File: src/rtl/ternPkg.sv
package ternPkg;
  localparam int TRIT_W     = 2;
  localparam int GATE_TRITS = 3;
  localparam int CFG_W      = TRIT_W * GATE_TRITS;

  typedef logic [TRIT_W-1:0] tritCode_t;

  localparam tritCode_t TRIT_POS  = 2'b00;
  localparam tritCode_t TRIT_ZERO = 2'b10;
  localparam tritCode_t TRIT_NEG  = 2'b01;
  localparam tritCode_t TRIT_BAD  = 2'b11;

  // identity gate: slot0 (input -) -> -, slot1 (0) -> 0, slot2 (+) -> +
  localparam logic [CFG_W-1:0] CFG_IDENT = {TRIT_POS, TRIT_ZERO, TRIT_NEG};

  typedef struct packed {
    logic capCfg;
    logic capData;
    logic outEn;
  } ctrlStrobe_t;

  function automatic logic [2:0] tritToRgb(input tritCode_t t);
    case (t)
      TRIT_POS:  return 3'b100;
      TRIT_ZERO: return 3'b010;
      TRIT_NEG:  return 3'b001;
      default:   return 3'b000;
    endcase
  endfunction
endpackage

File: src/rtl/ternCtrl.sv
module ternCtrl
  import ternPkg::*;
(
  input  logic        ceN,
  input  logic        oeN,
  input  logic        cfgLoad,
  output ctrlStrobe_t strobe
);
  logic chipOn;

  assign chipOn         = ~ceN;
  assign strobe.capCfg  = chipOn & cfgLoad;
  assign strobe.capData = chipOn;
  assign strobe.outEn   = chipOn & ~oeN;
endmodule

File: src/rtl/ternLaneArray.sv
module ternLaneArray
  import ternPkg::*;
#(
  parameter int LANES = 3
) (
  input  logic                   clk,
  input  logic                   rstN,
  input  ctrlStrobe_t            strobe,
  input  logic [LANES*CFG_W-1:0]  cfgIn,
  input  logic [LANES*TRIT_W-1:0] dataIn,
  output logic [LANES*TRIT_W-1:0] zOut,
  output logic [LANES*3-1:0]      rgbOut,
  output logic [LANES-1:0]        cfgErr,
  output logic [LANES-1:0]        dataErr
);
  for (genvar g = 0; g < LANES; g++) begin : gLane
    logic [CFG_W-1:0] cfgQ;
    logic [CFG_W-1:0] cfgNew;
    logic [CFG_W-1:0] cfgNext;
    logic             cfgBad;
    tritCode_t        dIn;
    tritCode_t        dEff;
    tritCode_t        heldQ;
    tritCode_t        zQ;
    tritCode_t        gateOut;
    logic             cErrQ;
    logic             dErrQ;
    logic             dBad;

    assign cfgNew = cfgIn[g*CFG_W +: CFG_W];
    assign dIn    = dataIn[g*TRIT_W +: TRIT_W];
    assign dBad   = (dIn == TRIT_BAD);
    assign dEff   = dBad ? heldQ : dIn;

    // merge: keep the old setting wherever the new trit is illegal
    always_comb begin
      cfgNext = cfgQ;
      cfgBad  = 1'b0;
      for (int t = 0; t < GATE_TRITS; t++) begin
        if (cfgNew[t*TRIT_W +: TRIT_W] == TRIT_BAD) begin
          cfgBad = 1'b1;
        end else begin
          cfgNext[t*TRIT_W +: TRIT_W] = cfgNew[t*TRIT_W +: TRIT_W];
        end
      end
    end

    always_comb begin
      case (dEff)
        TRIT_NEG:  gateOut = cfgQ[0*TRIT_W +: TRIT_W];
        TRIT_ZERO: gateOut = cfgQ[1*TRIT_W +: TRIT_W];
        default:   gateOut = cfgQ[2*TRIT_W +: TRIT_W];
      endcase
    end

    always_ff @(posedge clk or negedge rstN) begin
      if (!rstN) begin
        cfgQ  <= CFG_IDENT;
        cErrQ <= 1'b0;
      end else begin
        cErrQ <= strobe.capCfg & cfgBad;
        if (strobe.capCfg) cfgQ <= cfgNext;
      end
    end

    always_ff @(posedge clk or negedge rstN) begin
      if (!rstN) begin
        heldQ <= TRIT_ZERO;
        zQ    <= TRIT_ZERO;
        dErrQ <= 1'b0;
      end else begin
        dErrQ <= strobe.capData & dBad;
        if (strobe.capData) begin
          zQ    <= gateOut;
          heldQ <= dEff;
        end
      end
    end

    assign zOut[g*TRIT_W +: TRIT_W] = strobe.outEn ? zQ : TRIT_BAD;
    assign rgbOut[g*3 +: 3]         = strobe.outEn ? tritToRgb(zQ) : 3'b000;
    assign cfgErr[g]                = cErrQ;
    assign dataErr[g]               = dErrQ;
  end
endmodule

File: src/rtl/ternUnaryGateUnit.sv
module ternUnaryGateUnit
  import ternPkg::*;
(
  input  logic       clk,
  input  logic       rstN,
  input  logic       ceN,
  input  logic       oeN,
  input  logic       cfgLoad,
  input  logic [5:0] cfgWordA,
  input  logic [5:0] cfgWordB,
  input  logic [5:0] cfgSwitch,
  input  logic [1:0] dataA,
  input  logic [1:0] dataB,
  input  logic [1:0] dataC,
  output logic [1:0] zA,
  output logic [1:0] zB,
  output logic [1:0] zC,
  output logic [2:0] rgbA,
  output logic [2:0] rgbB,
  output logic [2:0] rgbC,
  output logic       outValid,
  output logic [2:0] cfgErr,
  output logic [2:0] dataErr
);
  localparam int LANES = 3;

  ctrlStrobe_t              strobe;
  logic [LANES*TRIT_W-1:0]  zAll;
  logic [LANES*3-1:0]       rgbAll;

  ternCtrl uCtrl (
    .ceN    (ceN),
    .oeN    (oeN),
    .cfgLoad(cfgLoad),
    .strobe (strobe)
  );

  ternLaneArray #(.LANES(LANES)) uLanes (
    .clk    (clk),
    .rstN   (rstN),
    .strobe (strobe),
    .cfgIn  ({cfgSwitch, cfgWordB, cfgWordA}),
    .dataIn ({dataC, dataB, dataA}),
    .zOut   (zAll),
    .rgbOut (rgbAll),
    .cfgErr (cfgErr),
    .dataErr(dataErr)
  );

  assign {zC, zB, zA}       = zAll;
  assign {rgbC, rgbB, rgbA} = rgbAll;
  assign outValid           = strobe.outEn;
endmodule

File: config.mk
export PLATFORM = sky130hd
export DESIGN_NAME = ternUnaryGateUnit
export DESIGN_NICKNAME = d
export VERILOG_FILES = /design/src/rtl/ternPkg.sv /design/src/rtl/ternCtrl.sv /design/src/rtl/ternLaneArray.sv /design/src/rtl/ternUnaryGateUnit.sv
export SDC_FILE = /design/constraint.sdc
export NUM_CORES = 1
export LEC_CHECK = 0
export BUFFER_PORTS_ARGS = -buffer_cell sky130_fd_sc_hd__buf_2
export CORE_MARGIN = 1
export CORE_UTILIZATION = 35
export CTS_BUF_LIST = sky130_fd_sc_hd__clkbuf_16
export DETAILED_ROUTE_END_ITERATION = 6
export MAX_ROUTING_LAYER = met4
export PLACE_DENSITY = 0.58
export SYNTH_ARGS = -nofsm -noshare
export SYNTH_HDL_FRONTEND = slang
export SYNTH_SLANG_ARGS = --single-unit
File: constraint.sdc
create_clock -name clk -period 1.3 [get_ports clk]
set_clock_uncertainty 0.1 [all_clocks]
set_input_delay 0.195 -clock clk [delete_from_list [all_inputs] [get_ports clk]]
set_output_delay 0.195 -clock clk [all_outputs]
set_load 0.01 [all_outputs]
After elaboration in Yosys (flattened, before gate mapping)

Index checks and enable logic that the tools add are counted.

Register bits: 36
Memories: 0
Input bits: 29
Latch bits: 0
Bits in read-only memories: 0
Logic and storage cells: 100
Output and inout bits: 22
Memory bits (writable): 0

Reductions and logical operators: 12
Add/subtract/negate cells: 0
Muxes and demuxes: 24
Multiply operators: 0
Divide/modulo/power cells: 0
Eq/ne operators: 24
Bitwise operators: 19
Magnitude comparators: 0
Shift-type cells: 0

Operators by type and width:

| cell                                                             | number |
|---|---|
| 2-bit == test (second input constant)                            | 18 |
| 3-bit one-hot mux with 3 select lines                            | 3 |
| 2-bit AND reduction                                              | 9 |
| 2-bit by 1-bit == test with 1-bit output (second input constant) | 6 |
| 2-bit two-way mux                                                | 6 |
| 2-bit one-hot mux with 2 select lines                            | 3 |
| 1-bit inverter                                                   | 11 |
| 1-bit two-way mux                                                | 9 |
| 3-bit two-way mux                                                | 3 |
| 1-bit bitwise AND                                                | 8 |
| 2-bit zero test                                                  | 3 |

Logic depth before layout (Yosys ltp)

Gate-level depths: netlist of run 1.

Depth after elaboration: 5
Gate-level depth with buffers: 5
Gate-level depth less buffers: 5

Cells and area by module

A second synthesis of run 1 with hierarchy kept.

Cells, all modules: 199
Area total of the unflattened synthesis: 1845.5 um2

By module, submodules not included:

| module        | cells an instance | seq. area each (um2) | times used | area an instance (um2) |
|---|---|---|---|---|
| ternLaneArray | 195               | 915.9                | 1          | 1824.2 |
| ternCtrl      | 4                 | 0.0                  | 1          | 21.3 |

Least setup slack after synthesis of run 1

No wires, ideal clock.

Path type: register -> register
Start point: register uLanes.gLane[0].heldQ[1]
End point: register uLanes.gLane[0].zQ[0]
Required time: 1.063 ns
Arrival: 1.146 ns
Cell stages (with the launch flop): 5
Slack: -0.083 ns
Period minus slack after synthesis: 1.383 ns
Buffers on the path: 0
Setup time: 0.137 ns
Cell sequence: dfstp_2 -> o21a_1 -> ha_1 -> a211oi_1 -> a221oi_1

Longest elaborated chain between the ends: 3
Elaborated cells on any way between the ends: 4
Those cells by class: eq/ne: 2; mux: 2

Ends and longest elaborated chain:

| what                                                                             | line                | source |
|---|---|---|
| from (decl)                                                                      | ternLaneArray.sv:23 | `tritCode_t heldQ;` |
| from (signal assigned)                                                           | ternLaneArray.sv:68 | `heldQ <= TRIT_ZERO;` |
| from (signal assigned)                                                           | ternLaneArray.sv:75 | `heldQ <= dEff;` |
| 2-bit two-way mux *                                                              | ternLaneArray.sv:33 | `assign dEff = dBad ? heldQ : dIn;` |
| net uLanes.gLane[0].dEff[1]                                                      | ternLaneArray.sv:22 | `tritCode_t dEff;` |
| 2-bit == test / 2-bit by 1-bit == test with 1-bit output (equally long branches) | ternLaneArray.sv:49 | `case (dEff)` |
| 2-bit one-hot mux with 2 select lines *                                          | ternLaneArray.sv:49 |  |
| to (signal assigned)                                                             | ternLaneArray.sv:74 | `zQ <= gateOut;` |
| to (decl)                                                                        | ternLaneArray.sv:24 | `tritCode_t zQ;` |

Mark *: on every way through the listed nets, which the timed path passes. The rest lies on a longest branch.
A chain may end at the register's enable or synchronous reset.

Worst setup path after layout of run 1

Start point: register uLanes.gLane[0].zQ[0]
End point: output port rgbA[2]

Longest elaborated chain between the ends: 3
Elaborated cells on any way between the ends: 5
Those cells by class: eq/ne: 2; mux: 2; reduce/logical: 1

Ends and longest elaborated chain:

| what                                                             | line                    | source |
|---|---|---|
| 2-bit by 1-bit == test with 1-bit output (tied with other cells) | ternPkg.sv:23           | `case (t)` |
| 3-bit one-hot mux with 3 select lines *                          | ternPkg.sv:23           |  |
| 3-bit two-way mux *                                              | ternLaneArray.sv:81     | `assign rgbOut[g*3 +: 3] = strobe.outEn ? tritToRgb(zQ) : 3'b000;` |
| to (decl)                                                        | ternUnaryGateUnit.sv:18 | `output logic [2:0] rgbA,` |

Mark *: on every way between the ends. The rest lies on a longest branch, timed or not.

==> results of run 1 <==
## path summary, 6_finish.rpt
| kind | from | to | slack (ps) | depth (start not counted) |
|---|---|---|---|---|
| min | cfgSwitch[1] | uLanes.gLane[2].cfgQ[1]$_DFFE_PN0P_ | 90 | 2 |
| max | uLanes.gLane[0].zQ[0]$_DFFE_PN0N_ | rgbA[2] | -260 | 3 |
| min reg2reg | uLanes.gLane[0].cfgQ[1]$_DFFE_PN0P_ | uLanes.gLane[0].cfgQ[1]$_DFFE_PN0P_ | 400 | 1 |
| max in group asynchronous | rstN | uLanes.gLane[2].cfgQ[0]$_DFFE_PN1P_ | 530 | 3 |
| min in group asynchronous | rstN | uLanes.gLane[1].dErrQ$_DFF_PN0_ | 300 | 3 |
| max reg2reg | uLanes.gLane[2].heldQ[1]$_DFFE_PN1N_ | uLanes.gLane[2].zQ[1]$_DFFE_PN1N_ | -170 | 5 |
## registers in the layout (all words and copies together), names as in the netlist
register,cells
uLanes.gLane.dErrQ,3
uLanes.gLane.cErrQ,3
uLanes.gLane.heldQ,6
uLanes.gLane.zQ,6
uLanes.gLane.cfgQ,18
## cell families (layout without fill, tap and decap cells)
kind of cell | count (synthesis) | count (layout)
fa+ha+maj | 6 | 6
compound gates | 48 | 48
buf+inv | 26 | 100
flops | 36 | 36
simple gates | 66 | 66
## layout make-up
| type | count | area [µm²] |
|---|---|---|
| inverters | 11 | 41.3 |
| clock buffers | 5 | 125 |
| multi-input cells | 120 | 1020 |
| repair buffers | 81 | 537 |
| fillers | 489 | 2400 |
| flip-flops and latches | 36 | 916 |
| well taps | 70 | 87.6 |
| clock inverters | 3 | 11.3 |
## power breakdown
| part | switching [mW] | internal [mW] | total, mW |
|---|---|---|---|
| Clock | 0.442 | 0.689 | 1.13 |
| Combinational | 0.364 | 0.437 | 0.801 |
| Sequential | 0.112 | 1.33 | 1.44 |
| Total | 0.917 | 2.45 | 3.37 |
## worst max-delay path, cell delays in order, from the launching register on
cell and delay (ps):
dfrtp_1 380, or3_4 390, nor2_1 90, buf_2 130
## routing by layer
| layer | vias to the layer above | wire length [µm] | global-route usage |
|---|---|---|---|
| met2 | 41 | 2190 | 0.269 |
| li1 | 815 | - | - |
| met4 | 0 | 62 | 0.0617 |
| met3 | 7 | 200 | 0.0410 |
| met5 | - | 0 | - |
| met1 | 795 | 2140 | 0.222 |
## through the flow
step	TNS (ps)	hold slack, ps	cells	util
detailed placement	-840	78.7	313	0.466
finish	-3490	87.1	326	0.533
floorplan	-380	-201	182	-
global placement	-669	76.5	313	0.466
global route	-4420	81.5	326	0.533
CTS	-3400	81.8	323	0.505
## cell usage after synthesis (4+ instances only)
library cell | instances | share of area
dfrtp_1 | 24 | 0.32
dfstp_2 | 12 | 0.17
o21ai_0 | 6 | 0.016
inv_1 | 11 | 0.022
nor3b_1 | 24 | 0.095
o22a_1 | 21 | 0.097
buf_2 | 8 | 0.021
buf_4 | 6 | 0.024
nor2b_1 | 4 | 0.013
nand2_1 | 9 | 0.018
a211oi_1 | 7 | 0.028
ha_1 | 6 | 0.040
a221oi_1 | 5 | 0.023
nor2_1 | 18 | 0.036
or3_1 | 4 | 0.013
## what timing repair did
item / in CTS / in global routing
setup buffers: 1 / 3
gates resized for setup: 9 / 24
endpoints found under the hold margin: 24 / 0
setup endpoints to repair: 21 / 21
hold buffers: 1 / 0
pin swaps: 14 / 11
cloned: 0 / 0
==> impl_metrics.csv, run 1 <==
group,metric,value,unit
run_status,violations,"setup timing",
synthesis,synth-edff-count,0,
place,io_buffers,50,
drt,drt-initial-drc-count,58,
die,ios,51,
global_routing,antenna_found_initial,0,
synthesis,ys_seq_area_frac,0.485,
sta,worst_slew_pin_slew,305,ps
synthesis,synth_top_family_by_area,"compound AO/OA/AOI/OAI gates",
drt,dr_total_vias,1658,
final_layout,final_cell_mix,"buf_2, buf_4, dfrtp_1",
hold_path,hold_path_class,"in -> reg",
synthesis,synthCells,182,
synthesis,yosys_warnings,0,
synthesis,synthDistinctLibCells,23,
die,start_util,0.367,
run_status,status,"finished, violations left",
critical_path,critPathKind,"reg -> out",
clock_network,clock_path_buffers,2,
synthesis,async_flop_share,1.00,
drt,wl_per_cell,14.1,µm
synthesis,synth_compound_area_frac,0.204,
die,chipHeight,75.4,µm
final_layout,drive_above_1_share,0.496,
synthesis,netlist_area,1890,µm²
synthesis,synth_flop_cell,"dfrtp_1",
global_routing,grt_max_degree,37,
synthesis,synth_mux_area_frac,0,
synthesis,ys_seq_elements,36,
clock_network,cts_max_level,2,
clock_network,clkTransAtPathRegs,50,ps
global_routing,grt_pass1_vias,1483,
power_and_ir_drop,power_leakage,1.22,nW
clock_network,clk_latency,280,ps
flow_run,max-cap-violations,0,
sta,maxSlewViolCount,0,
sta,hold_viol,0,
sta,slew-limit-headroom,0.797,
global_routing,grt_pass1_wl,7020,µm
clock_network,cts_made_buffers,5,
die,rows,26,
critical_path,cp_max_fo,2,
final_layout,diodes,0,
final_layout,layout.nets,290,
synthesis,synth.net_count,217,
die,die_x,75.4,µm
synthesis,syn_area_per_cell,10.4,µm²
critical_path,arrival,1260,ps
global_routing,grt_use_total,0.173,
sta,setup_viol,21,
place,dpl-instance-area,2400,µm²
critical_path,startpoint_type,"flop",
clock_network,root_buffer,"clkbuf_16",
place,post-place-ws,-141,ps
critical_path,critPathRequiredTime,1000,ps
place,dp.final_hpwl,3190,µm
final_layout,stdcell_area,2740,µm²
sta,worst_slack,-256,ps
global_routing,gr-total-overflow,0,
synthesis,synth-simple-area-share,0.202,
power_and_ir_drop,irDropWorstVdd,0.623,mV
synthesis,synth_fa_ha_area_frac,0.0398,
drt,drc,0,
sta,fin_crit_sh,1.20,
drt,wirelength,4590,µm
die,core_area,5140,µm²
drt,dr.pass1.iters,4,
drt,ant_nets,0,
drt,vias_per_cell,5.09,
power_and_ir_drop,p_total,3.37,mW
sta,post-route-min-period,1560,ps
place,routabilityCongestion,0.767,
die,dieArea,5690,µm²
sta,fmax,643,MHz
synthesis,synth_xor_area_frac,0,
power_and_ir_drop,powerDensity,1230,nW/µm²
clock_network,cts.sinks,36,
critical_path,crit_path_end_kind,"output port",
clock_network,cts_tree,"done",
final_layout,areaGrowthSynthToFinish,45.0,%
final_layout,layout_commonest_cell,"buf_2",
sta,rsz0062_at_grt,"yes",
(Power assumes the default switching activity.)
==> run 2: changes to the inputs <==
--- a/config.mk
+++ b/config.mk
@@ -12,6 +12,7 @@
 export DETAILED_ROUTE_END_ITERATION = 6
 export MAX_ROUTING_LAYER = met4
 export PLACE_DENSITY = 0.58
+export SETUP_SLACK_MARGIN = 0.15
 export SYNTH_ARGS = -nofsm -noshare
 export SYNTH_HDL_FRONTEND = slang
 export SYNTH_SLANG_ARGS = --single-unit
==> run 2 against run 1 <==
Compared with the run above: the flow still finishes with violations (setup timing); first-iteration DRC count shrank 17%; cell area grew 2.8%; global-route usage grew 1.3 points; flip-flop and latch count is the same; die area is the same; worst setup slack gained 38 ps; sequential share of layout area shrank 0.92 points; largest power group unchanged.
==> impl_metrics.csv, run 2 (synthesized netlist as in run 1, its figures left out) <==
group,metric,value,unit
run_status,status,"finished, violations left",
run_status,violations,"setup timing",
clock_network,clkTransAtPathRegs,60,ps
power_and_ir_drop,seqPwrFrac,0.424,
sta,hold_viol,0,
global_routing,grt_use_total,0.186,
critical_path,max_stage_delay,380,ps
power_and_ir_drop,p_total,3.41,mW
drt,drt-initial-drc-count,48,
power_and_ir_drop,power.internal,2.47,mW
sta,setup_viol,21,
final_layout,diodes,0,
critical_path,startpoint_type,"flop",
clock_network,cts_made_buffers,5,
die,chipHeight,75.4,µm
clock_network,cts_tree,"done",
power_and_ir_drop,p_clk_frac,0.328,
global_routing,grt_pass1_wl,7610,µm
drt,wirelength,4670,µm
place,io_buffers,50,
drt,dr_total_vias,1615,
sta,maxSlewViolCount,0,
place,routabilityCongestion,0.759,
critical_path,path_cells,"or3_4 -> nor2_4 -> buf_6",
power_and_ir_drop,pwr-share-comb,0.248,
drt,vias_per_cell,5.05,
critical_path,critPathKind,"reg -> out",
die,ios,51,
clock_network,cts.sinks,36,
critical_path,slowest_stage,"dfrtp_1",
critical_path,arrival,1220,ps
power_and_ir_drop,swShare,0.277,
sta,worst_slack,-218,ps
sta,fin_crit_sh,1.17,
sta,fmax,659,MHz
final_layout,areaGrowthSynthToFinish,49.1,%
power_and_ir_drop,power_leakage,1.22,nW
sta,worst_slew_pin_slew,347,ps
place,post-place-ws,-153,ps
die,die_x,75.4,µm
global_routing,grt_pass1_vias,1550,
sta,slew-limit-headroom,0.768,
place,dp.final_hpwl,3290,µm
sta,whs,88.8,ps
power_and_ir_drop,power.switching,946,µW
critical_path,critPathRequiredTime,1000,ps
clock_network,cts_max_level,2,
final_layout,top_regs,"uLanes.gLane.cfgQ: 18 flops, uLanes.gLane.heldQ: 6 flops, uLanes.gLane.zQ: 6 flops",
critical_path,cp_max_fo,3,
power_and_ir_drop,irDropWorstVdd,0.867,mV
final_layout,largest_reg_flops,18,
global_routing,grt_max_degree,22,
drt,wl_per_cell,14.6,µm
power_and_ir_drop,powerDensity,1210,nW/µm²
final_layout,largest-register,"uLanes.gLane.cfgQ",
hold_path,hold_path_class,"in -> reg",
global_routing,gr-total-overflow,0,
die,rows,26,
critical_path,crit_path_end_kind,"output port",
final_layout,layout.nets,284,
sta,post-route-min-period,1520,ps
final_layout,layout_commonest_cell,"buf_2",
drt,dr.pass1.iters,4,
global_routing,antenna_found_initial,0,
flow_run,max-cap-violations,0,
final_layout,final_cell_mix,"buf_2, dfrtp_1, o22a_1, buf_4, nor3b_1",
die,dieArea,5690,µm²
drt,ant_nets,0,
clock_network,root_buffer,"clkbuf_16",
clock_network,clk_latency,270,ps
clock_network,clock_path_buffers,2,
drt,drc,0,
final_layout,drive_above_1_share,0.500,
die,core_area,5140,µm²
sta,rsz0062_at_grt,"yes",
die,start_util,0.367,
==> run 2: final timing paths <==
check	from	endpoint	slack, ps	depth (start not counted)
worst max-delay path	uLanes.gLane[2].zQ[0]$_DFFE_PN0N_	rgbC[2]	-220	3
worst min-delay path	cfgWordA[3]	uLanes.gLane[0].cfgQ[3]$_DFFE_PN1P_	90	2
worst max register to register	uLanes.gLane[0].heldQ[1]$_DFFE_PN1N_	uLanes.gLane[0].zQ[0]$_DFFE_PN0N_	-160	4
worst min register to register	uLanes.gLane[2].cfgQ[4]$_DFFE_PN0P_	uLanes.gLane[2].cfgQ[4]$_DFFE_PN0P_	390	1
max in group asynchronous	rstN	uLanes.gLane[0].cfgQ[0]$_DFFE_PN1P_	370	3
min in group asynchronous	rstN	uLanes.gLane[0].cfgQ[4]$_DFFE_PN0P_	260	2
==> run 2: metal layers <==
metal | global-route usage | vias up | part of all wire
met5 | - | - | 0
met4 | 0.0576 | 0 | 0.0096
met3 | 0.0503 | 6 | 0.052
met2 | 0.274 | 45 | 0.46
met1 | 0.250 | 766 | 0.48
li1 | - | 798 | -
==> run 2: layout make-up <==
cell class                 count  area, µm²
inverter                      11       41.3
fill                         465       2320
timing repair buffer          75        559
clock buffer                   5        125
tap                           70       87.6
multi-input combinational    120       1070
clock inverter                 3       11.3
sequential                    36        916
==> run 2: worst max-delay path, delay by kind of cell, from the launching register on <==
family / cells / cell delay (ps)
flops: 1 / 380
simple gates: 2 / 470
buf+inv: 1 / 100
==> run 2: what timing repair did <==
action                     CTS  global route
setup endpoints to repair   21            21
pin swaps                    5             7
setup buffers                4             0
gates resized for setup     17            15
hold buffers                 1             0
hold endpoints to repair     7             0
==> run 2: per-stage QoR <==
stage | cells | cell area, µm² | utilization | setup TNS [ps]
after floorplan | 182 | 2020 | - | -380
after global placement | 307 | 2450 | 0.477 | -715
after detailed placement | 307 | 2450 | 0.477 | -882
after CTS | 320 | 2730 | 0.531 | -3420
after global routing | 320 | 2820 | 0.548 | -4160
final | 320 | 2820 | 0.548 | -3380
==> run 2: power groups by stage <==
stage | Sequential [mW] | Clock [mW] | Combinational, mW
after floorplan | 1.42 | 0 | 0.442
after global placement | 1.46 | 0 | 0.676
after detailed placement | 1.46 | 0 | 0.685
after CTS | 1.43 | 1.15 | 0.792
after global routing | 1.47 | 1.20 | 0.929
final | 1.45 | 1.12 | 0.847
==> run 3: changes to the inputs <==
--- a/config.mk
+++ b/config.mk
@@ -11,7 +11,8 @@
 export CTS_BUF_LIST = sky130_fd_sc_hd__clkbuf_16
 export DETAILED_ROUTE_END_ITERATION = 6
 export MAX_ROUTING_LAYER = met4
-export PLACE_DENSITY = 0.58
+export PLACE_DENSITY = 0.56
+export REMOVE_ABC_BUFFERS = 1
 export SETUP_SLACK_MARGIN = 0.15
 export SYNTH_ARGS = -nofsm -noshare
 export SYNTH_HDL_FRONTEND = slang
==> constraint.sdc (replaced) <==
create_clock -name clk -period 1.4 [get_ports clk]
set_clock_uncertainty 0.1 [all_clocks]
set_input_delay 0.21 -clock clk [delete_from_list [all_inputs] [get_ports clk]]
set_output_delay 0.21 -clock clk [all_outputs]
set_load 0.01 [all_outputs]
==> run 3 against run 2 <==
Compared with the run above: the run still ends with setup timing left; highest routed layer unchanged; core utilization is 1.7 points lower; first-iteration DRC count grew 15%; sequential share of layout area increased by 1.1 points; wire length fell by 2.6%; non-clock buffer count fell by 2; hold slack better by 17 ps; critical endpoint is now rgbA[0]; flip-flop and latch count is the same; critical path type unchanged; global-route usage decreased by 0.99 points; cell area fell by 3.2%; combinational power decreased by 13%; critical path depth stayed put; largest cell class unchanged; register-to-register slack gained 120 ps.
==> impl_metrics.csv, run 3 (synthesized netlist as in run 1, its figures left out) <==
group,metric,value,unit
clock_network,clk_latency,280,ps
die,die_x,75.4,µm
critical_path,path_cells,"or3_4 -> nor2_1 -> buf_2",
sta,setup_viol,21,
final_layout,stdcell_area,2730,µm²
place,dp.final_hpwl,3110,µm
clock_network,root_buffer,"clkbuf_16",
final_layout,layout.nets,282,
critical_path,cp_max_fo,4,
sta,worst_slack,-114,ps
final_layout,largest_reg_flops,18,
sta,post-route-min-period,1510,ps
hold_path,hp-start,"cfgWordA[1]",
critical_path,critPathKind,"reg -> out",
clock_network,clock_path_buffers,2,
final_layout,final_cell_mix,"buf_2, dfrtp_1, o22a_1",
place,dpl-instance-area,2270,µm²
global_routing,grt_max_degree,25,
run_status,status,"finished, violations left",
critical_path,reg2reg_setup_slack,-40,ps
global_routing,grt_pass1_wl,7250,µm
sta,whs,106,ps
sta,worst_slew_pin_slew,348,ps
sta,rsz0062_at_grt,"yes",
final_layout,n_fill_cell,478,
critical_path,crit_path_end_kind,"output port",
drt,dr_wl_met2,2120,µm
power_and_ir_drop,irDropWorstVdd,0.671,mV
critical_path,max_stage_delay,380,ps
global_routing,grt_use_total,0.176,
power_and_ir_drop,powerDensity,1210,nW/µm²
sta,hold_viol,0,
critical_path,startpoint_type,"flop",
drt,dr_total_vias,1659,
drt,dr.pass1.iters,6,
drt,wirelength,4550,µm
sta,slew-limit-headroom,0.768,
hold_path,hold_path_class,"in -> reg",
drt,met1_length,2180,µm
die,start_util,0.367,
global_routing,gr-total-overflow,0,
drt,drt-initial-drc-count,55,
clock_network,cts.sinks,36,
die,dieArea,5690,µm²
sta,fmax,660,MHz
drt,vias_per_cell,5.22,
place,routabilityCongestion,0.772,
clock_network,cts_tree,"done",
sta,fin_crit_sh,1.08,
critical_path,arrival,1200,ps
drt,dr_wl_met3,202,µm
critical_path,r2r_start,"uLanes.gLane[2].heldQ[1]$_DFFE_PN1N_",
final_layout,drive_above_1_share,0.500,
critical_path,ff2ff_path_depth,4,
drt,ant_nets,0,
die,core_area,5140,µm²
power_and_ir_drop,power_leakage,1.20,nW
final_layout,layout_commonest_cell,"buf_2",
critical_path,critPathRequiredTime,1090,ps
final_layout,diodes,0,
die,ios,51,
sta,maxSlewViolCount,0,
die,chipHeight,75.4,µm
run_status,violations,"setup timing",
final_layout,areaGrowthSynthToFinish,44.4,%
final_layout,top_regs,"uLanes.gLane.cfgQ: 18 flops, uLanes.gLane.heldQ: 6 flops, uLanes.gLane.zQ: 6 flops",
critical_path,regToRegEndpoint,"uLanes.gLane[2].zQ[0]$_DFFE_PN0N_",
place,io_buffers,50,
drt,top_layer,"met4",
place,post-place-ws,-61.7,ps
clock_network,cts_made_buffers,5,
global_routing,antenna_found_initial,0,
hold_path,min_to,"uLanes.gLane[0].cfgQ[1]$_DFFE_PN0P_",
die,rows,26,
clock_network,clkTransAtPathRegs,60,ps
hold_path,whs_path_depth,2,
flow_run,max-cap-violations,0,
clock_network,cts_max_level,2,
drt,wl_per_cell,14.3,µm
drt,drc,0,
global_routing,grt_pass1_vias,1530,
final_layout,largest-register,"uLanes.gLane.cfgQ",
critical_path,slowest_stage,"dfstp_2",
## run 3: cell types whose count changed in the layout (fill, tap and decap cells not counted), sizes merged
cell	previous run	this run
buf	74	72
bufinv	0	1
inv	12	11
## run 3: layout make-up
cell class	instances	area, µm²	area share
inverters	11	43.8	0.0161
clock buffers	5	125	0.0459
multi-input cells	120	1040	0.382
repair buffers	73	475	0.174
well taps	70	87.6	0.0321
clock inverters	3	37.5	0.0138
flip-flops and latches	36	916	0.336
## run 3: per-stage QoR
| stage | utilization | power [mW] | TNS (ps) | std cells |
|---|---|---|---|---|
| after floorplan | - | 1.61 | 0 | 167 |
| after global placement | 0.443 | 1.87 | -126 | 302 |
| after detailed placement | 0.443 | 1.88 | -212 | 302 |
| after CTS | 0.496 | 3.21 | -1310 | 314 |
| after global routing | 0.530 | 3.48 | -2110 | 318 |
| final | 0.530 | 3.31 | -1230 | 318 |
## run 3: critical path, delay by kind of cell, from the launching register on
kind	cells	cell delay, ps
flops	1	380
simple gates	2	420
buf+inv	1	130
## run 3: power breakdown
part	internal [mW]	switching [mW]	total (mW)
Clock	0.827	0.405	1.23
Sequential	1.23	0.107	1.34
Combinational	0.402	0.339	0.741
Total	2.46	0.851	3.31
## run 3: worst max path at each step
| stage | startpoint | end | slack, ps | depth (start not counted) |
|---|---|---|---|---|
| global route | uLanes.gLane[1].zQ[1]$_DFFE_PN1N_ | rgbB[2] | -160 | 3 |
| global placement | uLanes.gLane[2].heldQ[1]$_DFFE_PN1N_ | uLanes.gLane[2].zQ[1]$_DFFE_PN1N_ | -30 | 4 |
| CTS | uLanes.gLane[0].zQ[0]$_DFFE_PN0N_ | rgbA[2] | -120 | 3 |
| detailed placement | uLanes.gLane[0].heldQ[1]$_DFFE_PN1N_ | uLanes.gLane[0].zQ[0]$_DFFE_PN0N_ | -60 | 4 |
| finish | uLanes.gLane[0].zQ[1]$_DFFE_PN1N_ | rgbA[0] | -110 | 3 |
| floorplan | uLanes.gLane[0].heldQ[1]$_DFFE_PN1N_ | uLanes.gLane[0].zQ[0]$_DFFE_PN0N_ | 20 | 4 |
## run 3: what timing repair did
| item | 4_1_cts | 5_1_grt |
|---|---|---|
| gates resized for setup | 14 | 33 |
| pin swaps | 12 | 12 |
| setup endpoints to repair | 21 | 21 |
| buffers inserted | 3 | 4 |
| hold endpoints to repair | 7 | 0 |
| gates cloned | 0 | 0 |
| hold buffers | 1 | 0 |
## run 3: metal layers
metal,vias up,global-route usage
li1,800,-
met4,0,0.0494
met2,43,0.277
met3,5,0.0410
met1,811,0.228
met5,-,-
